**config.mk**
```make
export PLATFORM = sky130hd
export DESIGN_NAME = shv_irq_ctrl
export DESIGN_NICKNAME = d
export VERILOG_FILES = /design/src/rtl/shv_irq_pkg.sv /design/src/rtl/shv_flag_bank.sv /design/src/rtl/shv_vec_sampler.sv /design/src/rtl/shv_vec_arbiter.sv /design/src/rtl/shv_irq_ctrl.sv
export SDC_FILE = /design/constraint.sdc
export NUM_CORES = 1
export LEC_CHECK = 0
export BUFFER_PORTS_ARGS = -buffer_cell sky130_fd_sc_hd__buf_2
export CAP_MARGIN = 10
export CORE_UTILIZATION = 30
export DETAILED_ROUTE_END_ITERATION = 7
export HOLD_SLACK_MARGIN = 0.06
export SYNTH_ARGS = -nofsm -noshare
export SYNTH_HDL_FRONTEND = slang
export SYNTH_HIERARCHICAL = 1
export SYNTH_SLANG_ARGS = --single-unit
```
**constraint.sdc**
```tcl
create_clock -name clk -period 2.35 [get_ports clk]
set_input_delay 0.235 -clock clk [delete_from_list [all_inputs] [get_ports clk]]
set_output_delay 0.235 -clock clk [all_outputs]
set_load 0.005 [all_outputs]
```
**src/rtl/shv_irq_pkg.sv**
```systemverilog
package shv_irq_pkg;

    localparam int unsigned NUM_FLAG  = 9;
    localparam int unsigned NUM_VEC   = 5;
    localparam int unsigned ADDR_W    = 16;
    localparam int unsigned VEC_BASE  = 16'h002B;
    localparam int unsigned VEC_STEP  = 8;

    typedef logic [NUM_FLAG-1:0] flag_vec_t;
    typedef logic [NUM_VEC-1:0]  vec_set_t;
    typedef logic [ADDR_W-1:0]   vec_addr_t;

    typedef struct packed {
        logic      valid;
        vec_addr_t addr;
    } call_t;

    // flag index -> shared vector index
    function automatic int unsigned vec_of_flag(int unsigned f);
        case (f)
            0, 1:    return 0;
            2:       return 1;
            3, 4, 5: return 2;
            6, 7:    return 3;
            default: return 4;
        endcase
    endfunction

    function automatic flag_vec_t group_mask(int unsigned v);
        flag_vec_t m;
        for (int unsigned f = 0; f < NUM_FLAG; f++)
            m[f] = (vec_of_flag(f) == v);
        return m;
    endfunction

    function automatic vec_addr_t vec_addr(int unsigned v);
        return vec_addr_t'(VEC_BASE + VEC_STEP * v);
    endfunction

endpackage

```
**src/rtl/shv_flag_bank.sv**
```systemverilog
module shv_flag_bank
    import shv_irq_pkg::*;
(
    input  logic      clk,
    input  logic      rst,
    input  flag_vec_t hw_evt,
    input  logic      wr_en,
    input  flag_vec_t wr_mask,
    input  flag_vec_t wr_data,
    output flag_vec_t flags
);

    flag_vec_t sw_next;

    always_comb begin
        sw_next = flags;
        if (wr_en)
            sw_next = (flags & ~wr_mask) | (wr_data & wr_mask);
    end

    // hardware set has priority over any software clear
    always_ff @(posedge clk) begin
        if (rst) flags <= '0;
        else     flags <= sw_next | hw_evt;
    end

    a_r4_set_wins: assert property (@(posedge clk) disable iff (rst)
        (|hw_evt) |=> (($past(hw_evt) & flags) == $past(hw_evt)));

    a_r2_no_hw_clear: assert property (@(posedge clk) disable iff (rst)
        !wr_en |=> ((flags & $past(flags)) == $past(flags)));

    a_r3_unmasked_kept: assert property (@(posedge clk) disable iff (rst)
        wr_en |=> (((flags ^ $past(flags)) & ~$past(wr_mask) & ~$past(hw_evt)) == '0));

endmodule

```
**src/rtl/shv_vec_sampler.sv**
```systemverilog
module shv_vec_sampler
    import shv_irq_pkg::*;
(
    input  logic      clk,
    input  logic      rst,
    input  flag_vec_t flags,
    output vec_set_t  pend_q
);

    vec_set_t pend_c;

    for (genvar v = 0; v < NUM_VEC; v++) begin : g_vec
        localparam flag_vec_t GMASK = group_mask(v);
        assign pend_c[v] = |(flags & GMASK);
    end

    always_ff @(posedge clk) begin
        if (rst) pend_q <= '0;
        else     pend_q <= pend_c;
    end

    a_r5_sample_or: assert property (@(posedge clk) disable iff (rst)
        (flags == '0) |=> (pend_q == '0));

endmodule

```
**src/rtl/shv_vec_arbiter.sv**
```systemverilog
module shv_vec_arbiter
    import shv_irq_pkg::*;
(
    input  logic     clk,
    input  logic     rst,
    input  vec_set_t pend,
    input  vec_set_t vec_en,
    input  logic     glb_en,
    input  logic     reti_ack,
    output call_t    call_q
);

    vec_set_t  elig;
    vec_set_t  grant;
    vec_addr_t grant_addr;
    logic      in_service;

    always_comb begin
        elig  = pend & vec_en & {NUM_VEC{glb_en}};
        grant = elig & (~elig + 1'b1);
        grant_addr = '0;
        for (int unsigned v = 0; v < NUM_VEC; v++)
            if (grant[v]) grant_addr = vec_addr(v);
    end

    always_ff @(posedge clk) begin
        if (rst) begin
            call_q     <= '0;
            in_service <= 1'b0;
        end else begin
            call_q.valid <= (|grant) && !in_service;
            if ((|grant) && !in_service) begin
                call_q.addr <= grant_addr;
                in_service  <= 1'b1;
            end else if (reti_ack) begin
                in_service  <= 1'b0;
            end
        end
    end

    a_r8_single_grant: assert property (@(posedge clk) disable iff (rst)
        $onehot0(grant));

    a_r9_one_cycle: assert property (@(posedge clk) disable iff (rst)
        call_q.valid |=> !call_q.valid);

    a_r10_hold_off: assert property (@(posedge clk) disable iff (rst)
        (in_service && !reti_ack) |=> !call_q.valid);

    a_r7_global_gate: assert property (@(posedge clk) disable iff (rst)
        !glb_en |=> !call_q.valid);

endmodule

```
**src/rtl/shv_irq_ctrl.sv**
```systemverilog
module shv_irq_ctrl
    import shv_irq_pkg::*;
(
    input  logic                clk,
    input  logic                rst,
    input  logic [NUM_FLAG-1:0] hw_evt,
    input  logic                sw_wr_en,
    input  logic [NUM_FLAG-1:0] sw_wr_mask,
    input  logic [NUM_FLAG-1:0] sw_wr_data,
    input  logic [NUM_VEC-1:0]  vec_en,
    input  logic                glb_en,
    input  logic                reti_ack,
    output logic [NUM_FLAG-1:0] flags_q,
    output logic                call_req,
    output logic [ADDR_W-1:0]   call_addr
);

    flag_vec_t flags;
    vec_set_t  pend;
    call_t     call;

    shv_flag_bank u_bank (
        .clk     (clk),
        .rst     (rst),
        .hw_evt  (hw_evt),
        .wr_en   (sw_wr_en),
        .wr_mask (sw_wr_mask),
        .wr_data (sw_wr_data),
        .flags   (flags)
    );

    shv_vec_sampler u_samp (
        .clk    (clk),
        .rst    (rst),
        .flags  (flags),
        .pend_q (pend)
    );

    shv_vec_arbiter u_arb (
        .clk      (clk),
        .rst      (rst),
        .pend     (pend),
        .vec_en   (vec_en),
        .glb_en   (glb_en),
        .reti_ack (reti_ack),
        .call_q   (call)
    );

    assign flags_q   = flags;
    assign call_req  = call.valid;
    assign call_addr = call.addr;

    a_r6_latency: assert property (@(posedge clk) disable iff (rst)
        call_req |-> ($past(pend) != '0));

endmodule

```
==> qor.yml <==
status: "finished, final reports clean"
syn_area_per_cell_sq_um: 10.0
htreeDepth: 1
fmax_mhz: 946
die_h_um: 58.9
ys_seq_area_share_pct: 43.4
rrSetupSlack_ns: 1.31
post-dp-hpwl_um: 1650
cts_tree: "built"
fillers: 339
min_path_type: "input pin to flop"
combPwrFrac_pct: 19.9
rsz0062_at_grt: "no"
peakVddDrop_uv: 245
finalWeightedCongestion: 0.701
nNetsFinal: 185
synth-seq-cells: 21
port_buffers: 52
grt_first_pass_wirelength_um: 3090
r2r-end: "u_arb/call_q[5]$_SDFFE_PP0P_"
async_reset_ff_share_pct: 0
worstPathCellList: "buf_2"
whs_path_depth: 2
p_sw_share_pct: 25.9
cp_top_family: "flip-flops"
start_util_pct: 31.8
cp_max_fo: 3
cp-start-kind: "flop"
crit_path_end_kind: "output pin"
hold_start: "sw_wr_mask[4]"
maxCapViolCount: 0
leakagePower_nw: 0.567
drive_gt1_share_pct: 44.9
clk_pin_slew_ns: 0.11
p_switching_w: 0.000184
wl_per_cell_um: 10.6
worst_clock_skew_ns: 0.00721
reg2reg_depth: 3
totalWireLength_um: 2020
io_pins: 63
ys_warn_count: 6
synth_area_sq_um: 970
finalCritPeriodShare_pct: 45.0
clock_sinks: 21
worstHoldEndpoint: "u_bank/flags[4]$_SDFF_PP0_"
clock_latency_ns: 0.29
cts_setup_buffers: 0
reg2reg_from: "u_samp/pend_q[3]$_SDFF_PP0_"
drt-pass1-iter-count: 4
p_clk_share_pct: 22.8
drc: 0
grt_max_degree: 23
ctsHoldBuffers: 0
critPathMaxStageDelay_ns: 0.40
cts_buffers: 3
maxSlewViolCount: 0
synthToLayoutAreaGrowth_pct: 26.2
placement.cell_area_sq_um: 1200
fp-row-count: 20
setup_violations: 0
p_int_w: 0.000525
hold_slack_ns: 0.147
synth_edf_count: 0
fin_area_sq_um: 1220
via_per_inst: 4.52
finalHoldViolations: 0
dieArea_sq_um: 3460
period_minus_slack_ns: 1.06
antenna_found_initial: 0
cp.required_ns: 2.12
critPathArrivalTime_ns: 0.82
critPathKind: "flop to output pin"
track_usage_pct: 11.8
ant_nets: 0
routed-via-count: 863
ys_types: 33
syn_inst: 97
coreArea_sq_um: 3050
drtIter0Drc: 14
cts_buffer_depth: 2
cp_num_buf_inv: 1
cts_resized: 0
die_x_um: 58.9
antenna_cells: 0
powerDensity_nw_per_um2: 580
seqPwrFrac_pct: 57.3
setup_tns_ns: 0
clockRootBuffer: "clkbuf_4"
grt_pass1_vias: 735
overflow: 0
ys.flop_type: "dfxtp_1"
slowest_stage: "dfxtp_1"
==> cells in the mapped netlist (2+ instances only) <==
master | n | area (sq um)
nor2_1 | 15 | 56.3
a211oi_1 | 8 | 60.1
dfxtp_1 | 21 | 420
a21oi_1 | 5 | 25.0
buf_1 | 2 | 7.51
buf_4 | 11 | 82.6
a311oi_1 | 8 | 70.1
nor2b_1 | 2 | 12.5
==> power groups by stage <==
stage | Combinational [W] | Sequential, W | Clock (W)
4_1_cts | 0.000143 | 0.000407 | 0.000175
2_1_floorplan | 0.0000906 | 0.000414 | 0
3_5_place_dp | 0.000142 | 0.000415 | 0
3_3_place_gp | 0.000139 | 0.000415 | 0
5_1_grt | 0.000157 | 0.000410 | 0.000190
6_report | 0.000141 | 0.000407 | 0.000162
==> state kept, by name (all words and copies together), names as in the netlist <==
name	flops
u_bank/flags	9
u_arb/call_q	6
u_samp/pend_q	5
u_arb/in_service	1
==> per-layer routing <==
metal	vias up	GRT usage, %	part of all wire (%)
met5	-	0	0
met2	40	19.2	46
met3	2	3.96	7.6
li1	442	-	-
met4	0	4.08	0.79
met1	379	14.6	45
==> worst max-delay path by stage <==
stage / startpoint / end / cells after the start
2_1_floorplan: u_arb/in_service$_SDFFE_PP0P_ / u_arb/call_q[4]$_SDFFE_PP0P_ / 3
3_3_place_gp: rst / u_arb/call_q[4]$_SDFFE_PP0P_ / 3
3_5_place_dp: rst / u_arb/call_q[4]$_SDFFE_PP0P_ / 3
4_1_cts: u_bank/flags[1]$_SDFF_PP0_ / flags_q[1] / 1
5_1_grt: u_bank/flags[1]$_SDFF_PP0_ / flags_q[1] / 1
6_report: u_bank/flags[1]$_SDFF_PP0_ / flags_q[1] / 1
==> stage by stage <==
step / power [W] / utilization, % / setup WS, ns / cells
floorplan: 0.000504 / - / 1.40 / 106
global placement: 0.000553 / 39.2 / 1.32 / 187
detailed placement: 0.000557 / 39.2 / 1.30 / 187
CTS: 0.000724 / 40.1 / 1.27 / 191
global route: 0.000757 / 40.1 / 1.24 / 191
finish: 0.000709 / 40.1 / 1.29 / 191
==> final cells by class <==
| type | count | area [sq um] | area share, % |
|---|---|---|---|
| multi-input cells | 69 | 458 | 37.4 |
| well taps | 44 | 55.1 | 4.50 |
| flip-flops and latches | 21 | 420 | 34.4 |
| inverters | 1 | 3.75 | 0.307 |
| clock buffers | 4 | 26.3 | 2.15 |
| repair buffers | 52 | 260 | 21.3 |
==> cells in the final DEF (no fill, tap or decap), drive strengths merged, types with 2 or more instances in the layout <==
master	instances
a311oi	9
clkbuf	4
nand2	2
a21oi	6
buf	52
nand2b	2
a211oi	9
conb	10
dfxtp	21
nor2	15
nor2b	2
==> cells by family after synthesis <==
group / Yosys count / synth area share [%]
flip-flops: 21 / 43.4
buffers and inverters: 16 / 12.9
other: 1 / 0.387
AO/OA/AOI/OAI: 32 / 27.7
AND/OR/NAND/NOR: 27 / 15.6
Note: power is estimated with default switching activity, not from simulation.
